===== config.mk =====
export PLATFORM = sky130hd
export DESIGN_NAME = edac_feedthrough
export DESIGN_NICKNAME = d
export VERILOG_FILES = /design/src/rtl/edac_pkg.sv /design/src/rtl/edac_chkgen.sv /design/src/rtl/edac_corrector.sv /design/src/rtl/edac_flagger.sv /design/src/rtl/edac_busctl.sv /design/src/rtl/edac_feedthrough.sv
export SDC_FILE = /design/constraint.sdc
export NUM_CORES = 1
export LEC_CHECK = 0
export CAP_MARGIN = 5
export CORE_MARGIN = 4
export CORE_UTILIZATION = 38
export DETAILED_ROUTE_END_ITERATION = 16
export GPL_ROUTABILITY_DRIVEN = 0
export PLACE_DENSITY = 0.85
export SLEW_MARGIN = 40
export SYNTH_ARGS = -nofsm -noshare
export SYNTH_HDL_FRONTEND = slang
export SYNTH_SLANG_ARGS = --single-unit

===== constraint.sdc =====
create_clock -name vclk -period 3.84
set_input_delay 0.384 -clock vclk [all_inputs]
set_output_delay 0.384 -clock vclk [all_outputs]
set_load 0.1 [all_outputs]

===== src/rtl/edac_pkg.sv =====
// edac_pkg: widths, the parity-check matrix and shared types for the
// feedthrough EDAC. Assumes a 6-row code over 16 data bits; the matrix
// uses 16 of the 20 weight-3 columns so every row covers 8 data bits.
package edac_pkg;

    localparam int DATA_W = 16;
    localparam int CHK_W  = 6;
    localparam int PROC_W = DATA_W + 1;

    // Rows checked with odd parity (set bit = odd sense).
    localparam logic [CHK_W-1:0] ODD_ROWS = 6'b001100;

    // Weight-3 columns left out so each row keeps exactly 8 ones.
    localparam logic [CHK_W-1:0] SKIP_A = 6'b000111;
    localparam logic [CHK_W-1:0] SKIP_B = 6'b001011;
    localparam logic [CHK_W-1:0] SKIP_C = 6'b110100;
    localparam logic [CHK_W-1:0] SKIP_D = 6'b111000;

    typedef enum logic [1:0] {
        ERR_NONE   = 2'd0,
        ERR_SINGLE = 2'd1,
        ERR_MULTI  = 2'd2
    } err_class_t;

    // Enumerates weight-3 columns in ascending row order, dropping four.
    function automatic logic [DATA_W*CHK_W-1:0] build_cols();
        logic [DATA_W*CHK_W-1:0] cols;
        logic [CHK_W-1:0]        c;
        int                      n;
        cols = '0;
        n    = 0;
        for (int i = 0; i < CHK_W; i++) begin
            for (int j = i + 1; j < CHK_W; j++) begin
                for (int k = j + 1; k < CHK_W; k++) begin
                    c    = '0;
                    c[i] = 1'b1;
                    c[j] = 1'b1;
                    c[k] = 1'b1;
                    if (c != SKIP_A && c != SKIP_B && c != SKIP_C &&
                        c != SKIP_D && n < DATA_W) begin
                        cols[n*CHK_W +: CHK_W] = c;
                        n++;
                    end
                end
            end
        end
        return cols;
    endfunction

    localparam logic [DATA_W*CHK_W-1:0] H_COLS = build_cols();

    // Data bits feeding check row r.
    function automatic logic [DATA_W-1:0] row_mask(input int r);
        logic [DATA_W-1:0] m;
        m = '0;
        for (int b = 0; b < DATA_W; b++) begin
            m[b] = H_COLS[b*CHK_W + r];
        end
        return m;
    endfunction

endpackage


===== src/rtl/edac_chkgen.sv =====
// edac_chkgen: one parity tree per check row. Used both to generate
// check bits (chk_mix tied to zero) and to form the syndrome (chk_mix =
// stored check bits). Assumes purely combinational use.
module edac_chkgen
    import edac_pkg::*;
(
    input  logic [DATA_W-1:0] data,
    input  logic [CHK_W-1:0]  chk_mix,
    output logic [CHK_W-1:0]  parity
);

    for (genvar r = 0; r < CHK_W; r++) begin : g_row
        localparam logic [DATA_W-1:0] MASK = row_mask(r);
        // Parity of the covered data bits, folded with check bit and sense.
        always_comb begin
            parity[r] = (^(data & MASK)) ^ chk_mix[r] ^ ODD_ROWS[r];
        end
    end

endmodule


===== src/rtl/edac_corrector.sv =====
// edac_corrector: matches the syndrome against each data column and
// inverts the single matching bit when repair is enabled. A syndrome
// matching no column leaves the data as read.
module edac_corrector
    import edac_pkg::*;
(
    input  logic [CHK_W-1:0]  syndrome,
    input  logic [DATA_W-1:0] raw,
    input  logic              fix_en,
    output logic [DATA_W-1:0] fixed
);

    logic [DATA_W-1:0] hit;

    for (genvar b = 0; b < DATA_W; b++) begin : g_col
        localparam logic [CHK_W-1:0] COL = H_COLS[b*CHK_W +: CHK_W];
        // Flag this bit when the syndrome points at its column.
        always_comb begin
            hit[b] = (syndrome == COL);
        end
    end

    // Apply the flip only when repair is enabled.
    always_comb begin
        fixed = raw ^ (hit & {DATA_W{fix_en}});
    end

endmodule


===== src/rtl/edac_flagger.sv =====
// edac_flagger: classifies the syndrome by its number of set bits and
// drives the two active-low flags. The external fault path bypasses all
// enables.
module edac_flagger
    import edac_pkg::*;
(
    input  logic [CHK_W-1:0] syndrome,
    input  logic             flags_on,
    input  logic             ext_fault_n,
    output logic             single_err_n,
    output logic             multi_err_n
);

    err_class_t  cls;
    logic [2:0]  weight;

    // Weight-based classification: 1 or 3 repairable, 2 or 4+ not.
    always_comb begin
        weight = 3'($countones(syndrome));
        case (weight)
            3'd0:       cls = ERR_NONE;
            3'd1, 3'd3: cls = ERR_SINGLE;
            default:    cls = ERR_MULTI;
        endcase
    end

    // Gate with enables, then merge the external fault.
    always_comb begin
        single_err_n = !(flags_on && cls == ERR_SINGLE);
        multi_err_n  = !((flags_on && cls == ERR_MULTI) || !ext_fault_n);
    end

endmodule


===== src/rtl/edac_busctl.sv =====
// edac_busctl: decodes the three selects and the direction into the
// select state and the two bus drive enables.
module edac_busctl (
    input  logic sel_a_n,
    input  logic sel_b_n,
    input  logic sel_c,
    input  logic dir_rd,
    output logic selected,
    output logic proc_oe,
    output logic mem_oe
);

    // Selection and direction-dependent drive enables.
    always_comb begin
        selected = !sel_a_n && !sel_b_n && sel_c;
        proc_oe  = selected && dir_rd;
        mem_oe   = selected && !dir_rd;
    end

endmodule


===== src/rtl/edac_feedthrough.sv =====
// edac_feedthrough: top of the feedthrough EDAC. Write path forwards the
// processor word and generates check bits; read path forms the syndrome
// from the memory side, repairs one data bit and raises flags. Bus
// direction is reported as output enables. No clock, no state.
module edac_feedthrough
    import edac_pkg::*;
(
    input  logic [PROC_W-1:0] proc_in,
    output logic [PROC_W-1:0] proc_out,
    output logic              proc_oe,
    input  logic [PROC_W-1:0] mem_in,
    output logic [PROC_W-1:0] mem_out,
    input  logic [CHK_W-1:0]  chk_in,
    output logic [CHK_W-1:0]  chk_out,
    output logic              mem_oe,
    input  logic              sel_a_n,
    input  logic              sel_b_n,
    input  logic              sel_c,
    input  logic              dir_rd,
    input  logic              fix_en,
    input  logic              flag_en,
    input  logic              ext_fault_n,
    output logic              single_err_n,
    output logic              multi_err_n
);

    localparam int PAR_BIT = PROC_W - 1;

    logic              selected;
    logic [CHK_W-1:0]  syndrome;
    logic [DATA_W-1:0] fixed_data;

    edac_busctl i_busctl (
        .sel_a_n  (sel_a_n),
        .sel_b_n  (sel_b_n),
        .sel_c    (sel_c),
        .dir_rd   (dir_rd),
        .selected (selected),
        .proc_oe  (proc_oe),
        .mem_oe   (mem_oe)
    );

    edac_chkgen i_encode (
        .data    (proc_in[DATA_W-1:0]),
        .chk_mix ('0),
        .parity  (chk_out)
    );

    edac_chkgen i_syndrome (
        .data    (mem_in[DATA_W-1:0]),
        .chk_mix (chk_in),
        .parity  (syndrome)
    );

    edac_corrector i_fix (
        .syndrome (syndrome),
        .raw      (mem_in[DATA_W-1:0]),
        .fix_en   (fix_en),
        .fixed    (fixed_data)
    );

    edac_flagger i_flags (
        .syndrome     (syndrome),
        .flags_on     (selected && flag_en),
        .ext_fault_n  (ext_fault_n),
        .single_err_n (single_err_n),
        .multi_err_n  (multi_err_n)
    );

    // Data and parity forwarding in both directions.
    always_comb begin
        mem_out  = proc_in;
        proc_out = {mem_in[PAR_BIT], fixed_data};
    end

endmodule


---- Yosys cells after proc, flatten, opt, wreduce, memory -nomap -nowiden ----
Cells that the tools add are included.
Widths: inputs -> output; s select.
word-level totals
  register bits after elaboration ......... 0
  output and inout port bits .............. 44
  input port bits ......................... 47
cells by class
  reduce and logical (&&, ||, !) cells .... 28
  mux-type cells .......................... 1
  bitwise operators ....................... 12
  add/sub/neg operators ................... 5
  equality and inequality tests ........... 20
operators with widths
  cell                count
  $reduce_xor 16->1   12
  $eq 6x6->1 const B  8
  $eq 6x5->1 const B  6
  $and 16x16->16      1
  $xor 16x16->16      1
  $eq 6x4->1 const B  2
  $logic_and 1x1->1   7
  $add 1x1->2         3
  $add 3x3->3         2
  $logic_not 1->1     6
  $xor 1x1->1         6
  $not 1->1           4
  $pmux 2 s2          1
  $eq 3x1->1 const B  1
  $eq 3x2->1 const B  1
  $logic_not 3->1     1
  $eq 2x1->1 const B  1
  $eq 2x2->1 const B  1
  $reduce_or 2->1     1
  $logic_or 1x1->1    1

---- Logic depth before layout (Yosys ltp) ----
Gate-level depths: netlist of the first run.
  depth after elaboration ................. 13
  depth in mapped cells ................... 13
  mapped depth without buffers ............ 13

---- Hierarchy ----
From an unflattened synthesis of the first run, not the netlist that was laid out.
unflattened totals
  cell total of the unflattened synthesis .. 151
  area, all modules ....................... 1437.6 sq um
by module, submodules not included
  module            area an instance (sq um)  cells each  instances
  edac_chkgen       402.9                     34          2
  edac_corrector    335.3                     47          1
  edac_feedthrough  145.1                     20          1
  edac_flagger      116.4                     13          1
  edac_busctl       35.0                      3           1

---- Worst setup path before layout of the first run ----
No wires, ideal clock.
  path kind ............................... input -> output
  start point ............................. in mem_in[2]
  end point ............................... out multi_err_n
  path buffers ............................ 0
  arrival ................................. 4.081 ns
  data required time ...................... 3.456 ns
  cell stages on the path ................. 11
  slack ................................... -0.625 ns
  path through ............................ xnor2_1 -> xnor3_2 -> xor2_2 -> inv_2 -> ha_1 -> inv_1 -> fa_1 -> ha_1 -> xor2_1 -> o21ai_0 -> a31oi_1
between the ends
  longest elaborated chain between the ends .. 13
RTL lines
  item                                                 line                    RTL
  from (decl)                                          edac_feedthrough.sv:11  input logic [PROC_W-1:0] mem_in,
  $reduce_xor 16->1                                    edac_chkgen.sv:16       parity[r] = (^(data & MASK)) ^ chk_mix[r] ^ ODD_ROWS[r];
  $xor 1x1->1                                          edac_chkgen.sv:16
  $not 1->1 (no source line)                           -
  $add 1x1->2 (not written as such)                    edac_flagger.sv:19      weight = 3'($countones(syndrome));
  $add 3x3->3 (not written as such) (*) (2 in series)  edac_flagger.sv:19
  $eq 3x1->1 / $eq 3x2->1 (equally long branches)      edac_flagger.sv:20      case (weight)
  $reduce_or 2->1                                      edac_flagger.sv:20
  $pmux 2 s2 (*)                                       edac_flagger.sv:20
  $eq 2x2->1 (*)                                       edac_flagger.sv:30      multi_err_n = !((flags_on && cls == ERR_MULTI) || !ext_fault_n);
  $logic_and 1x1->1 (*)                                edac_flagger.sv:30
  $logic_or 1x1->1 (*)                                 edac_flagger.sv:30
  $logic_not 1->1 (*)                                  edac_flagger.sv:30
  to (decl)                                            edac_feedthrough.sv:24  output logic multi_err_n
Mark *: on every way between the ends. The rest lies on a longest branch, timed or not.

---- Worst setup path after layout of the first run ----
  start point ............................. in mem_in[0]
  end point ............................... out single_err_n
between the ends
  longest elaborated chain between the ends .. 11
RTL lines
  item                                             line                    RTL
  $reduce_xor 16->1                                edac_chkgen.sv:16
  $xor 1x1->1                                      edac_chkgen.sv:16
  $add 1x1->2 (not written as such)                edac_flagger.sv:19
  $add 3x3->3 (not written as such)                edac_flagger.sv:19
  $add 3x3->3 (not written as such) (*)            edac_flagger.sv:19
  $eq 3x1->1 / $eq 3x2->1 (equally long branches)  edac_flagger.sv:20
  $reduce_or 2->1                                  edac_flagger.sv:20
  $pmux 2 s2 (*)                                   edac_flagger.sv:20
  $eq 2x1->1 (*)                                   edac_flagger.sv:29      single_err_n = !(flags_on && cls == ERR_SINGLE);
  $logic_and 1x1->1 (*)                            edac_flagger.sv:29
  $logic_not 1->1 (*)                              edac_flagger.sv:29
  to (decl)                                        edac_feedthrough.sv:23  output logic single_err_n,
Marks and branches as above.

==> metrics.txt, run 1 <==
Starting Density=40.4%; core area=3420 um2; fin crit share=97.9%; final hold violation count=0; input/output buffers=87; initial antenna violation count=0; grt total ovfl=0; first-pass GRT wire length=6400 um; Comb pwr share=100.0%; CP max FO=3; final antenna-violating net count=0; Reg area=0 um2; io pins=91; fin worst setup slack=0.0793 ns; Die W=68.3 um; Worst Tran Pin Value=0.618 ns; Seq/Total Area, Yosys=0%; Cells after Synth=160; final setup fails=0; min Tclk post-route=3.76 ns; Fin Hold WS=0.768 ns; Synth Warn #=0; Relative slew margins=58.7%; net switching power=896 uW; outcome=complete, no violations; gr usage total=17.7%; Post-Synth Adder-Cell Area=11.1%; Worst Setup End Kind=output pin; Max Cap Viol=0; largest net degree at the start of global routing=15; Worst Hold Class=in2out; Min-Delay Path Depth=0; dpl hpwl=3780 um; Pleak=1.25 nW; Data required, critical path=3.46 ns; wire per inst=15.3 um; TritonRoute pass-1 iters=4; syn nets=218; Non-Filler Instances=307; Mapped Avg Cell Area=8.63 um2; final wirelength=4690 um; routed vias=1,448; total chip power=1.48 mW; vias in the first global route=1,440; Synth top area share=39.3%; Internal=584 uW; flip-flop and latch count=0; Worst Setup Start Kind=input port; compound-cell area share of the yosys netlist=0.815%; Antenna diodes=0; Power Density=556 nW/um2; vias per cell=4.72; share of cells above drive strength 1=41.0%; Layout clock buffers=0; Post-Synth Simple-Gate Area=12.7%; xor and xnor fraction of the mapped netlist area=61.5%; Sw Ratio=60.5%; Worst EP arrival=3.38 ns; Slew Viols, Final=0; Nets=321; area grow syn2layout=92.7%; Residual DRC=0; full die area=4660 um2; Placed Cells=303; Max IR drop VDD=0.448 mV; Highest Clock Rate=266 MHz; die height=68.3 um; mux share of post-synthesis cell area=0%; clock share of power=0%; WS Path Type=in2out; Post-Synthesis Cell Area=1380 um2; Sequential Power Share=0%; Netlist cell types=25; Place WS=-0.158 ns; cts hold-fix bufs=0; Setup TNS Final=0 ns; largest area contributor in the netlist=xnor2_1; Detailed Route Iter0 Violations=36; Synth area leaders=xnor2_1 (39%), buf_4 (9.8%), ha_1 (8.2%), xor2_1 (7.6%), nand4_1 (5.0%); Cell Rows=21; largest family of logic cells by synthesized area=XOR/XNOR gates
-- per-stage QoR --
step                      area, um2  util [%]
after floorplan                1400         -
after global placement         2570      75.1
after detailed placement       2490      72.8
after CTS                      2530      74.0
after global routing           2660      77.9
final                          2660      77.9
-- synth_stat cells (all sizes together) --
cell type   n
xor2       13
inv        13
nand2       9
buf        19
nor3b       1
nor3        2
ha          9
fa          2
nand4      12
nor2        3
and2        2
clkbuf      1
xnor3       4
o21ai       1
a31oi       1
xnor2      67
nor2b       1
-- worst paths after layout --
| path | endpoint | start |
|---|---|---|
| min | mem_out[16] | proc_in[16] |
| max | single_err_n | mem_in[0] |
-- metal layers --
metal  track usage [%]  wire length, um  part of all wire, %
met5                 0                0                    0
met4              2.23               78                  1.7
met3              1.31              348                  7.4
met2              36.2             2620                   56
met1              19.9             1640                   35
-- worst max-delay path: stages --
cell	delay [ns]
dlygate4sd2_1	0.28
buf_4	0.16
xnor2_1	0.19
xnor3_1	0.48
xnor2_2	0.24
inv_1	0.09
ha_1	0.28
inv_1	0.05
fa_2	0.33
ha_2	0.21
xor2_2	0.18
buf_4	0.12
nand4_1	0.15
buf_12	0.23
-- repair_timing --
item,in CTS,in global routing
endpoints found under the setup margin,2,2
pin swaps,8,13
endpoints found under the hold margin,0,0
setup buffers,2,2
gates resized for setup,9,25
-- area by class of cell --
type                       instances  area [um2]
inverter                          13        48.8
multi-input combinational        127        1330
timing repair buffer             121        1230
fill                             216         754
tap                               46        57.6
-- power by group through the flow --
| stage | combinational, mW | clock, mW | sequential (mW) |
|---|---|---|---|
| 2_1_floorplan | 0.915 | 0 | 0 |
| 3_3_place_gp | 1.31 | 0 | 0 |
| 3_5_place_dp | 1.33 | 0 | 0 |
| 4_1_cts | 1.37 | 0 | 0 |
| 5_1_grt | 1.59 | 0 | 0 |
| 6_report | 1.48 | 0 | 0 |
-- logic make-up (layout without fill, tap and decap cells) --
family | count (synthesis) | count (layout)
xor gates and xnor gates | 84 | 84
adders and majority gates | 11 | 11
AOI/OAI and AO/OA | 2 | 2
and+or+nand+nor | 30 | 30
buffers and inverters | 33 | 134
-- cell usage in the layout, fill, tap and decap left out --
cell type and instances:
a31oi_4 1, and2_1 2, buf_12 18, buf_2 16
buf_4 42, clkdlybuf4s50_1 31, dlygate4sd2_1 4, dlymetal6s2s_1 10
fa_1 1, fa_2 1, ha_1 7, ha_2 2
inv_1 12, inv_2 1, nand2_1 9, nand4_1 11
nand4_2 1, nor2_1 2, nor2_4 1, nor2b_1 1
nor3_2 2, nor3b_1 1, o21ai_2 1, xnor2_1 52
xnor2_2 14, xnor2_4 1, xnor3_1 2, xnor3_2 2
xor2_1 9, xor2_2 3, xor2_4 1
Note: power is estimated with default switching activity, not from simulation.
==> inputs of run 2 (changes only) <==
Settings changed: CORE_UTILIZATION 38 to 41, PLACE_DENSITY 0.85 to 0.91.
Clock period 3.84 ns to 4.5 ns, I/O delays scaled along.
==> run 2 against run 1 <==
Utilization shrank 13 points. Count of clock-buffer cells in the layout unchanged. Combinational power shrank 35%. Largest cell class unchanged. Non-clock buffer count is 34 lower. Power decreased by 35%. Via count fell by 12%. Sequential cell count is the same. Setup slack improved by 0.13 ns. Critical path type unchanged. Critical path depth is 1 lower.
==> metrics.txt, run 2 (synthesis gave the netlist of run 1 again) <==
outcome=complete, no violations (unchanged); net switching power=663 uW (was 896 uW); Worst Tran Pin Value=0.567 ns (was 0.618 ns); largest stage delay on the critical path=0.54 ns (was 0.48 ns); Highest Clock Rate=233 MHz; Reg area=0 um2 (unchanged); Slew Viols, Final=0 (unchanged); post-CTS sizing=0 (was 9); CP max FO=5 (was 3); wire per inst=13.9 um (was 15.3 um); share of cells above drive strength 1=24.7% (was 41.0%); clock share of power=0% (about the same); commonest non-fill, non-tap cell in the layout=xnor2_1 (unchanged); largest net degree at the start of global routing=15 (unchanged); area grow syn2layout=47.6% (was 92.7%); TritonRoute pass-1 iters=4 (unchanged); Detailed Route Iter0 Violations=22 (was 36); commonest cells after routing, fill and taps aside=xnor2_1 (62), clkdlybuf4s50_1 (45), buf_2 (20), buf_4 (20) (was xnor2_1 (52), buf_4 (42), clkdlybuf4s50_1 (31), buf_12 (18), buf_2 (16)); vias in the first global route=1,278 (was 1,440); dpl hpwl=3410 um (was 3780 um); Fin Hold WS=0.900 ns (was 0.768 ns); core area=3130 um2 (was 3420 um2); final setup fails=0 (unchanged); min Tclk post-route=4.29 ns; crit-path cells=clkdlybuf4s50_1 > xnor2_1 > xnor3_2 > xor2_2 > nor2_2 > inv_1 > fa_1 > inv_1 > ha_1 > xor2_1 > o21ai_0 > a31oi_2 > buf_12 (was dlygate4sd2_1 > buf_4 > xnor2_1 > xnor3_1 > xnor2_2 > inv_1 > ha_1 > inv_1 > fa_2 > ha_2 > xor2_2 > buf_4 > nand4_1 > buf_12); die height=66.0 um (was 68.3 um); Power Density=474 nW/um2 (was 556 nW/um2); RSZ-0062 raised after global routing=no; Starting Density=44.2% (was 40.4%); fin crit share=95.3%; WS Path Type=in2out (unchanged); routed vias=1,270 (was 1,448); Worst Setup Start Kind=input port (unchanged); Sw Ratio=68.6% (was 60.5%); input/output buffers=87 (unchanged); Pleak=0.852 nW (was 1.25 nW); first-pass GRT wire length=5710 um (was 6400 um); Nets=287 (was 321); CP most frequent cell=inv_1; Antenna diodes=0 (unchanged); critical path's slowest cell=fa_1 (was xnor3_1); gr usage total=16.4% (was 17.7%); Worst EP arrival=3.84 ns (was 3.38 ns); Max IR drop VDD=0.358 mV (was 0.448 mV); Die W=66.0 um (was 68.3 um); vias per cell=4.69 (was 4.72); cts hold-fix bufs=0 (unchanged); postcts setup bufs=0 (was 2); Comb pwr share=100.0% (about the same); flip-flop and latch count=0 (unchanged); Internal=303 uW (was 584 uW); initial antenna violation count=0 (unchanged); Worst Hold Class=in2out (unchanged); final wirelength=3750 um (was 4690 um); final antenna-violating net count=0 (unchanged); final hold violation count=0 (unchanged); Cell Rows=20 (was 21); Residual DRC=0 (unchanged); full die area=4360 um2 (was 4660 um2); fillcell total=279 (was 216); Max Cap Viol=0 (unchanged); io pins=91 (unchanged); Worst Setup End Kind=output pin (unchanged); Relative slew margins=62.1% (was 58.7%); grt total ovfl=0 (unchanged); Setup TNS Final=0 ns (unchanged); Data required, critical path=4.05 ns (was 3.46 ns); Sequential Power Share=0% (about the same); Layout clock buffers=0 (unchanged)
[run 2: cell types whose count changed in the layout (fill, tap and decap cells not counted), sizes merged]
cell / before / now
buf: 76 / 42
clkdlybuf4s50: 31 / 45
dlymetal6s2s: 10 / 0
dlygate4sd2: 4 / 0
[run 2: per-layer routing]
layer / share of wire, % / global-route usage, %
met1: 37 / 19.0
met2: 48 / 30.8
met3: 12 / 3.40
met4: 1.9 / 3.05
met5: 0 / 0
[run 2: critical path: cells and delay by family]
family / cells / cell delay [ns]
xor gates and xnor gates: 4 / 1.20
buffers and inverters: 4 / 0.83
adders and majority gates: 2 / 0.73
and+or+nand+nor: 1 / 0.21
AOI/OAI and AO/OA: 2 / 0.39
[run 2: path summary, 6_finish.rpt]
kind	end	start	cells past startpoint	slack, ns
hold / removal	proc_out[16]	mem_in[16]	0	0.90
setup / recovery	multi_err_n	mem_in[2]	13	0.21
[run 2: layout make-up]
cell class / instances / area [um2] / share of cell area [%]
Multi-Input combinational cell: 127 / 1190 / 58.6
Inverter: 13 / 48.8 / 2.39
Timing Repair Buffer: 87 / 741 / 36.3
Tap cell: 44 / 55.1 / 2.70
[run 2: power by group through the flow]
stage / combinational [mW] / sequential [mW] / clock (mW)
floorplan: 0.769 / 0 / 0
CTS: 0.969 / 0 / 0
global placement: 0.966 / 0 / 0
finish: 0.967 / 0 / 0
global route: 1.02 / 0 / 0
detailed placement: 0.963 / 0 / 0
[run 2: metrics by stage]
step                std cells  area, um2  setup slack [ns]  util, %  total power, mW
floorplan                 160       1390             0.440        -            0.769
global placement          271       2140             0.297     68.4            0.966
detailed placement        271       2040             0.230     65.2            0.963
CTS                       271       2040             0.227     65.2            0.969
global route              271       2040            0.0362     65.2             1.02
finish                    271       2040             0.211     65.2            0.967
